### config.mk
export PLATFORM = sky130hd
export DESIGN_NAME = rn_renamer
export DESIGN_NICKNAME = d
export VERILOG_FILES = /design/src/rtl/rn_pkg.sv /design/src/rtl/rn_free_list.sv /design/src/rtl/rn_ckpt.sv /design/src/rtl/rn_renamer.sv
export SDC_FILE = /design/constraint.sdc
export NUM_CORES = 1
export LEC_CHECK = 0
export ABC_AREA = 1
export BUFFER_PORTS_ARGS = -buffer_cell sky130_fd_sc_hd__buf_2
export CAP_MARGIN = 20
export CORE_UTILIZATION = 30
export CTS_CLUSTER_DIAMETER = 100
export DETAILED_ROUTE_END_ITERATION = 10
export GPL_TIMING_DRIVEN = 0
export PLACE_DENSITY = 0.53
export SYNTH_ARGS = -nofsm -noshare
export SYNTH_HDL_FRONTEND = slang
export SYNTH_SLANG_ARGS = --single-unit
### constraint.sdc
create_clock -name clk -period 2.3 [get_ports clk]
set_input_delay 0.23 -clock clk [delete_from_list [all_inputs] [get_ports clk]]
set_output_delay 0.23 -clock clk [all_outputs]
set_load 0.005 [all_outputs]
### src/rtl/rn_pkg.sv
package rn_pkg;
    localparam int unsigned ARCH_REGS  = 8;
    localparam int unsigned PHYS_REGS  = 16;
    localparam int unsigned SNAP_SLOTS = 2;
    localparam int unsigned AW = $clog2(ARCH_REGS);
    localparam int unsigned PW = $clog2(PHYS_REGS);
    localparam int unsigned SW = (SNAP_SLOTS > 1) ? $clog2(SNAP_SLOTS) : 1;
    localparam int unsigned INIT_FREE = PHYS_REGS - ARCH_REGS;

    typedef logic [AW-1:0] areg_t;
    typedef logic [PW-1:0] preg_t;
    typedef logic [SW-1:0] snap_t;
    typedef logic [PW:0]   fptr_t;
    typedef preg_t [ARCH_REGS-1:0] map_t;
endpackage

### src/rtl/rn_free_list.sv
module rn_free_list
    import rn_pkg::*;
(
    input  logic  clk,
    input  logic  rst_n,
    input  logic  alloc_i,
    input  logic  commit_i,
    input  preg_t commit_prev_i,
    input  logic  restore_i,
    input  fptr_t restore_head_i,
    input  logic  flush_i,
    output preg_t head_reg_o,
    output fptr_t head_ptr_o,
    output logic  empty_o
);
    typedef struct packed {
        preg_t [PHYS_REGS-1:0] slot;
        fptr_t                 head;
        fptr_t                 tail;
        fptr_t                 cmt_head;
    } fl_state_t;

    fl_state_t st_q, st_d;

    function automatic fl_state_t fl_reset();
        fl_state_t r;
        r = '0;
        for (int i = 0; i < int'(INIT_FREE); i++) r.slot[i] = preg_t'(ARCH_REGS + i);
        r.tail = fptr_t'(INIT_FREE);
        return r;
    endfunction

    always_comb begin
        st_d = st_q;
        if (commit_i) begin
            st_d.slot[st_q.tail[PW-1:0]] = commit_prev_i;
            st_d.tail     = st_q.tail + fptr_t'(1);
            st_d.cmt_head = st_q.cmt_head + fptr_t'(1);
        end
        if (flush_i)        st_d.head = st_d.cmt_head;
        else if (restore_i) st_d.head = restore_head_i;
        else if (alloc_i)   st_d.head = st_q.head + fptr_t'(1);
    end

    always_ff @(posedge clk) begin
        if (!rst_n) st_q <= fl_reset();
        else        st_q <= st_d;
    end

    assign head_reg_o = st_q.slot[st_q.head[PW-1:0]];
    assign head_ptr_o = st_q.head;
    assign empty_o    = (st_q.head == st_q.tail);

    // the renamer never pops an empty list
    a_r6_no_alloc_empty: assert property (@(posedge clk) disable iff (!rst_n)
        alloc_i |-> !empty_o);
    // concurrent push and pop never overrun the storage
    a_r5_no_overflow: assert property (@(posedge clk) disable iff (!rst_n)
        fptr_t'(st_q.tail - st_q.head) <= fptr_t'(PHYS_REGS));
endmodule

### src/rtl/rn_ckpt.sv
module rn_ckpt
    import rn_pkg::*;
(
    input  logic  clk,
    input  logic  rst_n,
    input  logic  take_i,
    input  map_t  take_map_i,
    input  fptr_t take_head_i,
    input  logic  resolve_i,
    input  logic  mispredict_i,
    input  snap_t resolve_id_i,
    input  logic  flush_i,
    output logic  avail_o,
    output snap_t take_id_o,
    output map_t  rest_map_o,
    output fptr_t rest_head_o
);
    typedef struct packed {
        map_t  [SNAP_SLOTS-1:0]                  maps;
        fptr_t [SNAP_SLOTS-1:0]                  heads;
        logic  [SNAP_SLOTS-1:0]                  busy;
        logic  [SNAP_SLOTS-1:0][SNAP_SLOTS-1:0]  older;
    } ck_state_t;

    ck_state_t st_q, st_d;
    snap_t     pick;
    logic      found;

    always_comb begin
        pick  = '0;
        found = 1'b0;
        for (int i = 0; i < int'(SNAP_SLOTS); i++) begin
            if (!st_q.busy[i] && !found) begin
                pick  = snap_t'(i);
                found = 1'b1;
            end
        end
    end

    always_comb begin
        st_d = st_q;
        if (resolve_i) begin
            st_d.busy[resolve_id_i] = 1'b0;
            if (mispredict_i) begin
                for (int j = 0; j < int'(SNAP_SLOTS); j++)
                    if (st_q.older[j][resolve_id_i]) st_d.busy[j] = 1'b0;
            end
        end
        if (take_i) begin
            st_d.maps[pick]  = take_map_i;
            st_d.heads[pick] = take_head_i;
            st_d.older[pick] = st_d.busy;
            for (int j = 0; j < int'(SNAP_SLOTS); j++) st_d.older[j][pick] = 1'b0;
            st_d.busy[pick]  = 1'b1;
        end
        if (flush_i) st_d.busy = '0;
    end

    always_ff @(posedge clk) begin
        if (!rst_n) st_q <= '0;
        else        st_q <= st_d;
    end

    assign avail_o     = found;
    assign take_id_o   = pick;
    assign rest_map_o  = st_q.maps[resolve_id_i];
    assign rest_head_o = st_q.heads[resolve_id_i];

    // a branch is only renamed into a free slot
    a_r9_take_has_slot: assert property (@(posedge clk) disable iff (!rst_n)
        take_i |-> avail_o);
    // resolves always name a live checkpoint
    a_r8_resolve_live: assert property (@(posedge clk) disable iff (!rst_n)
        resolve_i |-> st_q.busy[resolve_id_i]);
endmodule

### src/rtl/rn_renamer.sv
module rn_renamer
    import rn_pkg::*;
(
    input  logic          clk,
    input  logic          rst_n,
    input  logic          ren_valid,
    input  logic [AW-1:0] ren_src_a,
    input  logic [AW-1:0] ren_src_b,
    input  logic [AW-1:0] ren_dst,
    input  logic          ren_dst_we,
    input  logic          ren_branch,
    output logic          ren_ready,
    output logic [PW-1:0] ren_phys_a,
    output logic [PW-1:0] ren_phys_b,
    output logic [PW-1:0] ren_phys_dst,
    output logic [PW-1:0] ren_phys_prev,
    output logic [SW-1:0] ren_ckpt_id,
    input  logic          cmt_valid,
    input  logic          cmt_dst_we,
    input  logic [AW-1:0] cmt_dst,
    input  logic [PW-1:0] cmt_phys_dst,
    input  logic [PW-1:0] cmt_phys_prev,
    input  logic          br_valid,
    input  logic          br_mispredict,
    input  logic [SW-1:0] br_ckpt_id,
    input  logic          exc_flush
);
    typedef struct packed {
        map_t spec;
        map_t cmt;
    } rn_state_t;

    rn_state_t st_q, st_d;

    logic  fl_empty, ck_avail;
    preg_t fl_head_reg;
    fptr_t fl_head_ptr, ck_rest_head, take_head;
    map_t  ck_rest_map, spec_after;
    snap_t ck_take_id;
    logic  need_alloc, cmt_write, mispred, fire, alloc, take;

    function automatic rn_state_t rn_reset();
        rn_state_t r;
        for (int i = 0; i < int'(ARCH_REGS); i++) begin
            r.spec[i] = preg_t'(i);
            r.cmt[i]  = preg_t'(i);
        end
        return r;
    endfunction

    always_comb begin
        need_alloc = ren_dst_we && (ren_dst != '0);
        cmt_write  = cmt_valid && cmt_dst_we && (cmt_dst != '0);
        mispred    = br_valid && br_mispredict;
        ren_ready  = !exc_flush && !mispred
                     && !(need_alloc && fl_empty)
                     && !(ren_branch && !ck_avail);
        fire  = ren_valid && ren_ready;
        alloc = fire && need_alloc;
        take  = fire && ren_branch;

        spec_after = st_q.spec;
        if (alloc) spec_after[ren_dst] = fl_head_reg;
        take_head = fl_head_ptr + (alloc ? fptr_t'(1) : fptr_t'(0));

        st_d = st_q;
        if (cmt_write) st_d.cmt[cmt_dst] = cmt_phys_dst;
        if (exc_flush)    st_d.spec = st_d.cmt;
        else if (mispred) st_d.spec = ck_rest_map;
        else              st_d.spec = spec_after;
    end

    always_ff @(posedge clk) begin
        if (!rst_n) st_q <= rn_reset();
        else        st_q <= st_d;
    end

    assign ren_phys_a    = st_q.spec[ren_src_a];
    assign ren_phys_b    = st_q.spec[ren_src_b];
    assign ren_phys_dst  = need_alloc ? fl_head_reg : '0;
    assign ren_phys_prev = need_alloc ? st_q.spec[ren_dst] : '0;
    assign ren_ckpt_id   = ck_take_id;

    rn_free_list u_free (
        .clk            (clk),
        .rst_n          (rst_n),
        .alloc_i        (alloc),
        .commit_i       (cmt_write),
        .commit_prev_i  (cmt_phys_prev),
        .restore_i      (mispred),
        .restore_head_i (ck_rest_head),
        .flush_i        (exc_flush),
        .head_reg_o     (fl_head_reg),
        .head_ptr_o     (fl_head_ptr),
        .empty_o        (fl_empty)
    );

    rn_ckpt u_ckpt (
        .clk          (clk),
        .rst_n        (rst_n),
        .take_i       (take),
        .take_map_i   (spec_after),
        .take_head_i  (take_head),
        .resolve_i    (br_valid),
        .mispredict_i (br_mispredict),
        .resolve_id_i (br_ckpt_id),
        .flush_i      (exc_flush),
        .avail_o      (ck_avail),
        .take_id_o    (ck_take_id),
        .rest_map_o   (ck_rest_map),
        .rest_head_o  (ck_rest_head)
    );

    function automatic logic is_mapped(map_t m, preg_t p);
        logic hit;
        hit = 1'b0;
        for (int i = 1; i < int'(ARCH_REGS); i++) if (m[i] == p) hit = 1'b1;
        return hit;
    endfunction

    // the register handed out is not live in the speculative map
    a_r2_fresh_dst: assert property (@(posedge clk) disable iff (!rst_n)
        alloc |-> !is_mapped(st_q.spec, fl_head_reg));
    // a flush leaves the speculative map equal to the committed one
    a_r10_flush_restores: assert property (@(posedge clk) disable iff (!rst_n)
        exc_flush |=> (st_q.spec == st_q.cmt));
endmodule

# After elaboration in Yosys (flattened, before gate mapping)
# Index checks and enable logic that the tools add are counted.
[totals]
regBits = 223
in_bits = 31
out_inout_bits = 18
elab_cells = 166
[op_classes]
n_addsub = 4
order_cmp = 13
eq_ne = 1
muxes = 57
bitwise = 7
n_reduce_logical = 28
[op_table]
columns = ["operator", "count"]
rows = [
  ["$mux W32", 7],
  ["$bwmux W64", 2],
  ["$bwmux W32", 2],
  ["$bmux W4 S3", 3],
  ["$mux W4", 9],
  ["$mux W5", 7],
  ["$demux W32 S1", 1],
  ["$demux W4 S3", 2],
  ["$logic_and A1 B1 Y1", 18],
  ["$bmux W4 S4", 1],
  ["$demux W4 S4", 1],
  ["$lt A3 B4 Y1 const B", 4],
  ["$add A5 B1 Y5 const B", 3],
  ["$mux W1", 12],
  ["$bwmux W10", 1],
  ["$lt A4 B5 Y1 const B", 2],
  ["$reduce_bool A3 Y1", 3],
  ["$and A2 B2 Y2", 3],
  ["$ge A3 B1 Y1 const B", 2],
  ["$logic_not A1 Y1", 6],
  ["$mux W2", 3],
  ["$mux W6", 1],
  ["$add A5 B1 Y5", 1],
  ["$demux W5 S1", 1],
  ["other kinds (11)", 15],
]

# Logic depth before layout (Yosys ltp)
# Gate-level depths: netlist of run 1.
[depth]
word_depth = 12
depth_mapped = 15
depth_no_buf = 13

# By module
# Synthesis of run 1 repeated with hierarchy kept, for this count alone.
[unflattened]
cells_unflattened = 1847
hier_area_um2 = 11493.5
[by_module_without_submodules]
columns = ["mod", "instances", "cells_each", "area_each_um2", "seq_area_each_um2"]
rows = [
  ["rn_renamer", 1, 738, 4247.8, 1281.2],
  ["rn_free_list", 1, 602, 3896.2, 1581.5],
  ["rn_ckpt", 1, 507, 3349.5, 1561.5],
]

# Worst setup path before layout of run 1
# Ideal clock, no wire load.
[synth_path]
path_type = "reg2reg"
start = "register u_free.st_q (netlist bit u_free.head_ptr_o[1])"
end = "register u_ckpt.st_q[10] (netlist name)"
setup_ns = 0.064
t_arrival_ns = 2.004
required_ns = 2.236
setup_slack_ns = 0.231
stages_incl_launch_ff = 16
n_path_buf = 2
period_less_slack_ns = 2.069
path_cell_list = "dfxtp_1 > buf_2 > inv_2 > nand2_1 > nand2_1 > nor2_1 > nand3_1 > nand4_2 > buf_2 > inv_1 > ha_1 > ha_1 > nand2_1 > xor2_1 > o21ai_0 > nor2_1"
[synth_between]
elab_chain_cells = 10
elab_cells_between_ends = 11
cone_classes = "add/sub: 1; eq/ne: 1; mux: 2; reduce/logical: 7"
[synth_rtl]
columns = ["item", "line_no", "source"]
rows = [
  ["start: declaration", "rn_free_list.sv:23", "fl_state_t st_q, st_d;"],
  ["start signal: assignment", "rn_free_list.sv:46", "if (!rst_n) st_q <= fl_reset();"],
  ["start signal: assignment", "rn_free_list.sv:47", "else st_q <= st_d;"],
  ["$eq A5 B5 Y1", "rn_free_list.sv:52", "assign empty_o = (st_q.head == st_q.tail);"],
  ["$logic_and A1 B1 Y1", "rn_renamer.sv:56", "&& !(need_alloc && fl_empty)"],
  ["$logic_not A1 Y1", "rn_renamer.sv:56", ""],
  ["$logic_and A1 B1 Y1", "rn_renamer.sv:56", ""],
  ["$logic_and A1 B1 Y1", "rn_renamer.sv:57", "&& !(ren_branch && !ck_avail);"],
  ["$logic_and A1 B1 Y1", "rn_renamer.sv:58", "fire = ren_valid && ren_ready;"],
  ["$logic_and A1 B1 Y1", "rn_renamer.sv:59", "alloc = fire && need_alloc;"],
  ["$mux W1", "rn_renamer.sv:64", "take_head = fl_head_ptr + (alloc ? fptr_t'(1) : fptr_t'(0));"],
  ["$add A5 B1 Y5", "rn_renamer.sv:64", ""],
  ["$bwmux W10", "rn_ckpt.sv:51", "st_d.heads[pick] = take_head_i;"],
  ["end signal: assignment", "rn_ckpt.sv:61", "else st_q <= st_d;"],
  ["end: declaration", "rn_ckpt.sv:25", "ck_state_t st_q, st_d;"],
]
# Parallel ways exist; a longest one is shown, timed or not.
# A chain may end at the register's enable or synchronous reset.

# Final worst setup path of run 1
[layout_path]
start = "register u_free.st_q (netlist bit u_free.head_ptr_o[0])"
end = "output port ren_phys_dst[3]"
[layout_between]
elab_chain_cells = 3
[layout_rtl]
columns = ["item", "line_no", "source"]
rows = [
  ["$bmux W4 S4", "rn_free_list.sv:50", "assign head_reg_o = st_q.slot[st_q.head[PW-1:0]];"],
  ["$mux W4 (not written as such)", "rn_free_list.sv:50", ""],
  ["$mux W4", "rn_renamer.sv:80", "assign ren_phys_dst = need_alloc ? fl_head_reg : '0;"],
  ["end: declaration", "rn_renamer.sv:15", "output logic [PW-1:0] ren_phys_dst,"],
]
# Every way passes these cells. The select of a mux whose other input is x is not followed.

==> results of run 1 <==
==> sequential cells by signal, summed over array words and instances (netlist names) <==
signal,flops
st_q,64
u_free.head_ptr_o,5
u_free.st_q,74
u_ckpt.st_q,78
==> cell families after synthesis <==
group | Yosys count | share of synthesized area (%)
compound gates | 422 | 21.0
xor+xnor | 8 | 0.629
fa+ha+maj | 8 | 0.898
buf+inv | 350 | 12.7
flops | 221 | 39.7
mux | 1 | 0.0898
simple gates | 692 | 24.9
==> synth_stat cells, types with 7 or more instances <==
cell,instances
inv_1,255
a22oi_1,14
a221oi_1,10
a31oi_1,10
nand3_1,82
buf_2,9
o21ai_0,164
nand2_1,378
ha_1,8
buf_4,7
clkbuf_1,53
inv_2,10
o211ai_1,26
o22ai_1,22
nor2_1,209
o21ai_1,18
dfxtp_1,221
a21oi_1,144
buf_6,9
==> through the flow <==
| step | worst slack, ns | instance area [um2] |
|---|---|---|
| final | -0.0515 | 13300 |
| after global routing | -0.144 | 13300 |
| after CTS | -0.0685 | 13200 |
| after detailed placement | -0.413 | 12000 |
| after global placement | -0.430 | 12000 |
| after floorplan | 0.231 | 11100 |
==> critical path: cells and delay by family, from the launching register on <==
| family | cells | cell delay [ns] |
|---|---|---|
| flops | 1 | 0.39 |
| buf+inv | 4 | 0.56 |
| compound gates | 1 | 0.19 |
| simple gates | 5 | 0.42 |
==> power by group <==
| group | switching [mW] | internal [mW] |
|---|---|---|
| Combinational | 0.888 | 0.457 |
| Sequential | 0.0662 | 3.92 |
| Clock | 1.70 | 2.38 |
==> metal layers <==
layer  part of all wire (%)  vias up  routed length [um]  global-route usage [%]
met5                      0        -                   0                       0
met4                    4.0        0                1630                    8.02
met3                    5.7       84                2340                    2.48
met2                     45      381               18400                    34.5
met1                     45     5367               18400                    28.9
li1                       -     5656                   -                       -
==> worst paths after layout <==
kind	from	to	slack (ns)	cells after the start
worst max register to register	u_free.head_ptr_o[0]	u_ckpt.st_q[41]	0.09	16
worst min register to register	st_q[0]	st_q[0]	0.43	2
worst max-delay path	u_free.head_ptr_o[0]	ren_phys_dst[3]	-0.05	10
worst min-delay path	cmt_phys_dst[2]	st_q[10]	0.04	3
==> repair_timing <==
item,4_1_cts,5_1_grt
pin swaps,17,22
endpoints found under the hold margin,0,0
setup endpoints to repair,77,50
gates cloned,2,0
resized for setup,63,41
setup buffers,13,8
==> layout make-up <==
type	instances	area share [%]
Buffer	85	3.81
Clock buffer	42	6.02
Clock inverter	5	0.235
Inverter	265	7.49
Multi-Input combinational cell	1131	41.2
Sequential cell	221	33.3
Tap cell	468	4.40
Timing Repair Buffer	67	3.62
==> summary.txt, run 1 <==
hpwl dp: 29600 um
Pleak: 5.88 nW
Min Clock Period, post-route: 2.35 ns
Avg Vias per Cell: 5.03
Starting Density: 30.4%
area of the multi-input gates: 5480 um2
Routed WL per cell: 17.9 um
largest net degree at the start of global routing: 13
CTS root buf: clkbuf_16
gr ovfl total: 0
worst rel slew slack: 42.1%
die width: 195 um
Die ar.: 37900 um2
Max Slew Vio Count: 0
CP required: 2.07 ns
Worst Setup Path Type: reg -> out
Syn Std Cell Area: 11100 um2
non-filler cells, final: 2284
max-cap violations: 0
Register Area: 4430 um2
CP startpoint kind: flip-flop
clock-pin slew on the worst setup and hold paths: 0.06 ns
Hold Path Class: in -> reg
syn_nets: 1741
syn avg cell area: 6.55 um2
H-tree levels: 1
Design Power: 9.41 mW
share of layout cells above drive strength 1: 11.2%
Yosys top cell area share: 39.7%
DP Cell Count: 2216
ys flop type: dfxtp_1
Peak VDD IR: 0.703 mV
nets: 1837
clk_skew: 0.0277 ns
final hold slack: 0.0380 ns
setup violators final: 4
setup TNS: -0.107 ns
Critical Path AT: 2.12 ns
vias in the first global route: 10700
Final Hold Fails: 0
clock latency on the worst-skew pair: 0.56 ns
final setup margin: -0.0515 ns
Area contributors post-synth: dfxtp_1, nand2_1, inv_1
Global Route Usage Sum: 21.3%
DR iter-0 viols: 924
# IOs: 49
Max Fclk: 425 MHz
GPL Wtd Cong: 0.916
most frequent cells in the layout: nand2_1, inv_1, dfxtp_1
fin crit share: 102%
Sink Count: 221
failing checks: negative setup slack
sequential share of the synthesized area: 39.7%
Pwr per Cell Area: 706 nW/um2
I/O Buffers: 46
Cell Chain, Critical Path: inv_2 > clkbuf_4 > o21ai_1 > nand2_1 > nor2_2 > nor2_4 > nor2_4 > buf_12 > nor2_4 > buf_2
fill cell count: 3985
DR DRC count: 0
area leader, netlist: dfxtp_1
DR pass1 iterations: 6
unique cell type count in the Yosys netlist: 40
Std-Cell Rows: 70
Die H: 195 um
Hold-fix buffers, CTS: 0
core area: 36600 um2
Util after Layout: 36.4%
first-pass GRT wire length: 62500 um
status: finished with violations
CP Capture Type: output port
CP max stage delay: 0.39 ns
diode count: 0
post-synthesis cell count: 1702
leading cell type in the layout, fill and taps excluded: nand2_1
cts bufs inserted: 27
CTS tree: done
clk buf depth: 3
drt total wl: 40800 um
register bit total from synthesis: 221
Post-synth ARST share: 0%
Yosys warnings: 0
Slew @ Worst Pin: 0.868 ns
CP most frequent cell: nor2_4
RSZ-0062 raised after global routing: true
routed vias: 11500
EDFF count, synth: 0
Critical-path top delay cell: dfxtp_4
Area growth syn-to-layout: 19.5%
initial antenna violation count: 0
antenna viol nets, final: 0
worst-path fanout max: 10
No activity file was read; power rests on OpenSTA's default activity.
==> run 2: changes to the inputs <==
--- a/config.mk
+++ b/config.mk
@@ -12,7 +12,7 @@
 export CTS_CLUSTER_DIAMETER = 100
 export DETAILED_ROUTE_END_ITERATION = 10
 export GPL_TIMING_DRIVEN = 0
-export PLACE_DENSITY = 0.53
+export PLACE_DENSITY = 0.54
 export SYNTH_ARGS = -nofsm -noshare
 export SYNTH_HDL_FRONTEND = slang
 export SYNTH_SLANG_ARGS = --single-unit
==> constraint.sdc (replaced) <==
create_clock -name clk -period 1.93 [get_ports clk]
set_input_delay 0.193 -clock clk [delete_from_list [all_inputs] [get_ports clk]]
set_output_delay 0.193 -clock clk [all_outputs]
set_load 0.005 [all_outputs]
==> run 2 against run 1 <==
Net effect:
- the flow still finishes with violations (negative setup slack)
- clock skew shrank 0.0019 ns
- first-iteration DRC count grew 2.2%
- combinational power grew 22%
- via count is essentially flat
- critical path type unchanged
==> summary.txt, run 2 (synthesized netlist as in run 1, its figures left out) <==
status: finished with violations (unchanged)
failing checks: negative setup slack (unchanged)
clock latency on the worst-skew pair: 0.55 ns (was 0.56 ns)
DR pass1 iterations: 5 (was 6)
Critical Path AT: 2.06 ns (was 2.12 ns)
vias in the first global route: 10700 (about the same)
clk_skew: 0.0258 ns (was 0.0277 ns)
diode count: 0 (unchanged)
Comb power frac: 14.5% (was 14.3%)
DR iter-0 viols: 944 (was 924)
Std-Cell Rows: 70 (unchanged)
Pleak: 6.02 nW (was 5.88 nW)
Worst Setup Path Type: reg -> out (unchanged)
hpwl dp: 29700 um (was 29600 um)
routed vias: 11500 (about the same)
Most flops, register: u_ckpt.st_q (unchanged)
core area: 36600 um2 (unchanged)
Max Fclk: 443 MHz
GPL Wtd Cong: 0.922 (was 0.916)
CP max stage delay: 0.36 ns (was 0.39 ns)
worst-path fanout max: 5 (was 10)
Peak VDD IR: 0.620 mV (was 0.703 mV)
CP startpoint kind: flip-flop (unchanged)
max reg flops: 78 (unchanged)
worst r2r path cells: 15 (was 16)
most frequent cells in the layout: nand2_1, inv_1, dfxtp_1 (unchanged)
Register Area: 4440 um2 (was 4430 um2)
clk buf depth: 3 (unchanged)
DR DRC count: 0 (unchanged)
Clock power frac: 43.9% (was 43.3%)
GR Util met3: 2.69% (was 2.48%)
final setup margin: -0.327 ns (was -0.0515 ns)
CP most frequent cell: nor2_4 (unchanged)
max-cap violations: 0 (unchanged)
Final Hold Fails: 0 (unchanged)
DP Cell Count: 2216 (unchanged)
largest net degree at the start of global routing: 13 (unchanged)
GR Layer Usage met2: 34.7% (was 34.5%)
Net Sw Power: 3.19 mW (was 2.65 mW)
CTS tree: done (unchanged)
I/O Buffers: 46 (unchanged)
leading cell type in the layout, fill and taps excluded: nand2_1 (unchanged)
Hold Crit Start: cmt_phys_prev[2] (was cmt_phys_dst[2])
GR peak layer: met2 (unchanged)
setup violators final: 55 (was 4)
nets: 1842 (was 1837)
Slew @ Worst Pin: 0.830 ns (was 0.868 ns)
hold path endpoint: u_free.st_q[25] (was st_q[10])
Avg Vias per Cell: 5.02 (was 5.03)
largest delay contributor family on the critical path: simple AND/OR/NAND/NOR gates (was buffers and inverters)
cts bufs inserted: 26 (was 27)
Min Clock Period, post-route: 2.26 ns
first-pass GRT wire length: 62300 um (was 62500 um)
Largest regs: u_ckpt.st_q: 78 flops, u_free.st_q: 74 flops, st_q: 64 flops (unchanged)
Buf/Inv on CP: 4 (unchanged)
Seq pwr share: 41.6% (was 42.4%)
share of layout cells above drive strength 1: 17.4% (was 11.2%)
Max Slew Vio Count: 0 (unchanged)
RR Startpoint: u_free.head_ptr_o[0] (unchanged)
switching share of total power: 27.9% (was 28.2%)
gr ovfl total: 0 (unchanged)
Int Pwr: 8.23 mW (was 6.75 mW)
antenna viol nets, final: 0 (unchanged)
Design Power: 11.4 mW (was 9.41 mW)
die width: 195 um (unchanged)
Starting Density: 30.4% (unchanged)
Sink Count: 221 (unchanged)
Routed WL per cell: 17.7 um (was 17.9 um)
# IOs: 49 (unchanged)
Die H: 195 um (unchanged)
Hold Path Depth: 3 (unchanged)
grt met1 use: 28.7% (was 28.9%)
slack of the worst reg-to-reg path: -0.27 ns (was 0.09 ns)
Global Route Usage Sum: 21.1% (was 21.3%)
initial antenna violation count: 0 (unchanged)
non-filler cells, final: 2289 (was 2284)
Area growth syn-to-layout: 24.4% (was 19.5%)
RSZ-0062 raised after global routing: true (unchanged)
CP Capture Type: output port (unchanged)
final hold slack: 0.0312 ns (was 0.0380 ns)
Critical-path top delay cell: dfxtp_4 (unchanged)
drt total wl: 40500 um (was 40800 um)
Hold Path Class: in -> reg (unchanged)
Util after Layout: 37.9% (was 36.4%)
Pwr per Cell Area: 824 nW/um2 (was 706 nW/um2)
H-tree levels: 1 (unchanged)
area of the multi-input gates: 5890 um2 (was 5480 um2)
fill cell count: 3958 (was 3985)
Die ar.: 37900 um2 (unchanged)
fin crit share: 117%
CP required: 1.74 ns (was 2.07 ns)
clock-pin slew on the worst setup and hold paths: 0.06 ns (about the same)
worst rel slew slack: 44.7% (was 42.1%)
CTS root buf: clkbuf_16 (unchanged)
r2r endpoint: u_ckpt.st_q[25] (was u_ckpt.st_q[41])
Cell Chain, Critical Path: buf_8 > buf_12 > buf_8 > nand2_2 > nand3_2 > nand3_2 > nand2_2 > nor2_4 > nor2_4 > nor2_4 > buf_2 (was inv_2 > clkbuf_4 > o21ai_1 > nand2_1 > nor2_2 > nor2_4 > nor2_4 > buf_12 > nor2_4 > buf_2)
## run 2: power by group through the flow
stage | sequential, mW | combinational [mW] | clock (mW)
after detailed placement | 4.84 | 1.31 | 0
after CTS | 4.75 | 1.54 | 5.12
after global routing | 4.76 | 1.78 | 5.28
final | 4.75 | 1.65 | 5.01
after floorplan | 4.81 | 0.812 | 0
after global placement | 4.84 | 1.30 | 0
## run 2: how the worst max path moves through the flow
| stage | from | end | cells after the start |
|---|---|---|---|
| 3_5_place_dp | u_free.head_ptr_o[0] | u_ckpt.st_q[34] | 13 |
| 5_1_grt | u_free.head_ptr_o[0] | ren_phys_dst[2] | 11 |
| 3_3_place_gp | u_free.head_ptr_o[0] | u_ckpt.st_q[34] | 13 |
| 4_1_cts | u_free.head_ptr_o[0] | ren_phys_dst[2] | 12 |
| 2_1_floorplan | u_free.head_ptr_o[0] | u_ckpt.st_q[13] | 13 |
| 6_report | u_free.head_ptr_o[0] | ren_phys_dst[2] | 11 |
## run 2: cell type report
class,instances,area share [%]
Timing Repair Buffer,73,3.87
Clock inverter,6,0.623
Inverter,265,7.27
Sequential cell,221,32.0
Clock buffer,40,5.59
Tap cell,468,4.22
Multi-Input combinational cell,1131,42.5
Buffer,85,3.94
## run 2: worst reg2reg max path: cells and delay by family (launching register included)
kind | cells | cell delay [ns]
AND/OR/NAND/NOR | 9 | 0.91
buffers and inverters | 5 | 0.72
flip-flops | 1 | 0.36
AO/OA/AOI/OAI | 1 | 0.11
## run 2: through the flow
stage | setup WS, ns | area [um2] | TNS, ns
after floorplan | 0.0235 | 11200 | 0
after global placement | -0.580 | 12000 | -40.89
after detailed placement | -0.563 | 12000 | -40.60
after CTS | -0.322 | 13500 | -4.41
after global routing | -0.399 | 13900 | -13.07
final | -0.327 | 13900 | -6.59
## run 2: per-layer routing
| layer | part of all wire, % | vias up |
|---|---|---|
| met4 | 2.9 | 0 |
| li1 | - | 5680 |
| met2 | 45 | 322 |
| met5 | 0 | - |
| met1 | 47 | 5408 |
| met3 | 5.0 | 71 |
## run 2: repair_timing
item                                    in CTS  in global routing
setup buffers                               22                  6
hold endpoints to repair                     2                  0
gates cloned                                 2                  1
pin swaps                                   29                 45
endpoints found under the setup margin     112                127
hold buffers                                 2                  0
resized for setup                          133                121
==> run 3: changes to the inputs <==
--- a/config.mk
+++ b/config.mk
@@ -9,10 +9,12 @@
 export BUFFER_PORTS_ARGS = -buffer_cell sky130_fd_sc_hd__buf_2
 export CAP_MARGIN = 20
 export CORE_UTILIZATION = 30
+export CTS_BUF_LIST = sky130_fd_sc_hd__clkbuf_8 sky130_fd_sc_hd__clkbuf_16
 export CTS_CLUSTER_DIAMETER = 100
 export DETAILED_ROUTE_END_ITERATION = 10
 export GPL_TIMING_DRIVEN = 0
 export PLACE_DENSITY = 0.54
+export RECOVER_POWER = 100
 export SYNTH_ARGS = -nofsm -noshare
 export SYNTH_HDL_FRONTEND = slang
 export SYNTH_SLANG_ARGS = --single-unit
==> run 3 against run 2 <==
Net effect:
- the flow still finishes with violations (negative setup slack)
- count of clock-buffer cells in the layout down 8
- sequential cell count unchanged
- register-to-register slack about the same
- cell area down 0.12%
- worst hold slack worse by 0.0054 ns
- sequential share of layout area about the same
- critical path type unchanged
- largest cell class unchanged
- largest power group unchanged
- highest routed layer unchanged
==> summary.txt, run 3 (synthesized netlist as in run 1, its figures left out) <==
Pwr per Cell Area: 822 nW/um2 (was 824 nW/um2)
DR iter-0 viols: 991 (was 944)
Most flops, register: u_ckpt.st_q (unchanged)
non-filler cells, final: 2290 (was 2289)
CTS tree: done (unchanged)
Area growth syn-to-layout: 24.3% (was 24.4%)
Sink Count: 221 (unchanged)
first-pass GRT wire length: 62300 um (unchanged)
CP required: 1.74 ns (about the same)
DP Cell Count: 2216 (unchanged)
DR DRC count: 0 (unchanged)
worst rel slew slack: 47.6% (was 44.7%)
drt total wl: 40400 um (was 40500 um)
initial antenna violation count: 0 (unchanged)
Die ar.: 37900 um2 (unchanged)
failing checks: negative setup slack (unchanged)
CP startpoint kind: flip-flop (unchanged)
I/O Buffers: 46 (unchanged)
core area: 36600 um2 (unchanged)
clk buf depth: 3 (unchanged)
Util after Layout: 37.8% (was 37.9%)
cts bufs inserted: 26 (unchanged)
hpwl dp: 29700 um (unchanged)
vias in the first global route: 10700 (about the same)
worst-path fanout max: 5 (unchanged)
Largest regs: u_ckpt.st_q: 78 flops, u_free.st_q: 74 flops, st_q: 64 flops (unchanged)
gr ovfl total: 0 (unchanged)
largest net degree at the start of global routing: 13 (unchanged)
CTS root buf: clkbuf_16 (unchanged)
Final Hold Fails: 0 (unchanged)
Max Fclk: 444 MHz (was 443 MHz)
Die H: 195 um (unchanged)
antenna viol nets, final: 0 (unchanged)
Min Clock Period, post-route: 2.25 ns (was 2.26 ns)
clk_skew: 0.0288 ns (was 0.0258 ns)
final setup margin: -0.322 ns (was -0.327 ns)
CP Capture Type: output port (unchanged)
share of layout cells above drive strength 1: 16.8% (was 17.4%)
# IOs: 49 (unchanged)
setup TNS: -9.87 ns (was -6.59 ns)
Std-Cell Rows: 70 (unchanged)
DR pass1 iterations: 5 (unchanged)
clock-pin slew on the worst setup and hold paths: 0.07 ns (was 0.06 ns)
Routed WL per cell: 17.6 um (was 17.7 um)
Peak VDD IR: 0.619 mV (was 0.620 mV)
routed vias: 11500 (about the same)
status: finished with violations (unchanged)
GPL Wtd Cong: 0.922 (unchanged)
Avg Vias per Cell: 5.03 (was 5.02)
Critical Path AT: 2.06 ns (about the same)
H-tree levels: 1 (unchanged)
die width: 195 um (unchanged)
Worst Setup Path Type: reg -> out (unchanged)
nets: 1842 (unchanged)
Hold Path Class: in -> reg (unchanged)
Starting Density: 30.4% (unchanged)
Design Power: 11.4 mW (about the same)
RSZ-0062 raised after global routing: true (unchanged)
fin crit share: 117% (about the same)
setup violators final: 95 (was 55)
Slew @ Worst Pin: 0.787 ns (was 0.830 ns)
Global Route Usage Sum: 21.1% (unchanged)
leading cell type in the layout, fill and taps excluded: nand2_1 (unchanged)
most frequent cells in the layout: nand2_1, inv_1, dfxtp_1 (unchanged)
max-cap violations: 0 (unchanged)
Max Slew Vio Count: 0 (unchanged)
Pleak: 6.04 nW (was 6.02 nW)
max reg flops: 78 (unchanged)
clock latency on the worst-skew pair: 0.55 ns (about the same)
run 3: path summary, 6_finish.rpt:
kind,start,end,slack [ns],depth (start not counted)
worst max-delay path,u_free.head_ptr_o[0],ren_phys_dst[2],-0.32,11
worst min-delay path,cmt_phys_dst[0],st_q[8],0.03,3
worst max register to register,u_free.head_ptr_o[0],u_ckpt.st_q[25],-0.28,15
worst min register to register,st_q[3],st_q[3],0.43,2
run 3: cell type report:
type / count / area, um2
Sequential cell: 221 / 4440
Inverter: 265 / 1010
Antenna cell: 1 / 2.50
Clock buffer: 32 / 744
Clock inverter: 14 / 116
Tap cell: 468 / 586
Multi-Input combinational cell: 1131 / 5880
Fill cell: 3960 / 22800
Timing Repair Buffer: 73 / 529
Buffer: 85 / 547
run 3: per-stage QoR:
| step | hold slack [ns] | instance area [um2] | worst slack, ns |
|---|---|---|---|
| 3_5_place_dp | 0.421 | 12000 | -0.563 |
| 6_report | 0.0259 | 13800 | -0.322 |
| 3_3_place_gp | 0.415 | 12000 | -0.580 |
| 4_1_cts | 0.0105 | 13500 | -0.322 |
| 5_1_grt | 0.0432 | 13800 | -0.399 |
| 2_1_floorplan | 0.328 | 11200 | 0.0235 |
run 3: per-layer routing:
metal / share of wire [%] / up-vias / global-route usage [%]
li1: - / 5687 / -
met1: 47 / 5399 / 28.7
met2: 45 / 361 / 34.7
met3: 5.5 / 70 / 2.69
met4: 2.9 / 0 / 5.88
met5: 0 / - / 0
run 3: where the power goes:
part | switching (mW) | internal, mW
sequential | 0.0782 | 4.67
clock | 2.02 | 2.97
combinational | 1.11 | 0.539
run 3: timing repair:
item	in CTS	in global routing
setup buffers	22	6
pin swaps	29	45
gates cloned	2	1
gates resized for setup	133	121
endpoints found under the setup margin	112	127
hold buffers	2	0
endpoints found under the hold margin	2	0
run 3: critical path, stage by stage (launching register included):
cell and delay (ns):
dfxtp_4 0.36, buf_8 0.14, buf_12 0.14, buf_8 0.14
nand2_2 0.05, nand3_2 0.07, nand3_2 0.09, nand2_2 0.08
nor2_4 0.15, nor2_4 0.06, nor2_4 0.10, buf_2 0.13
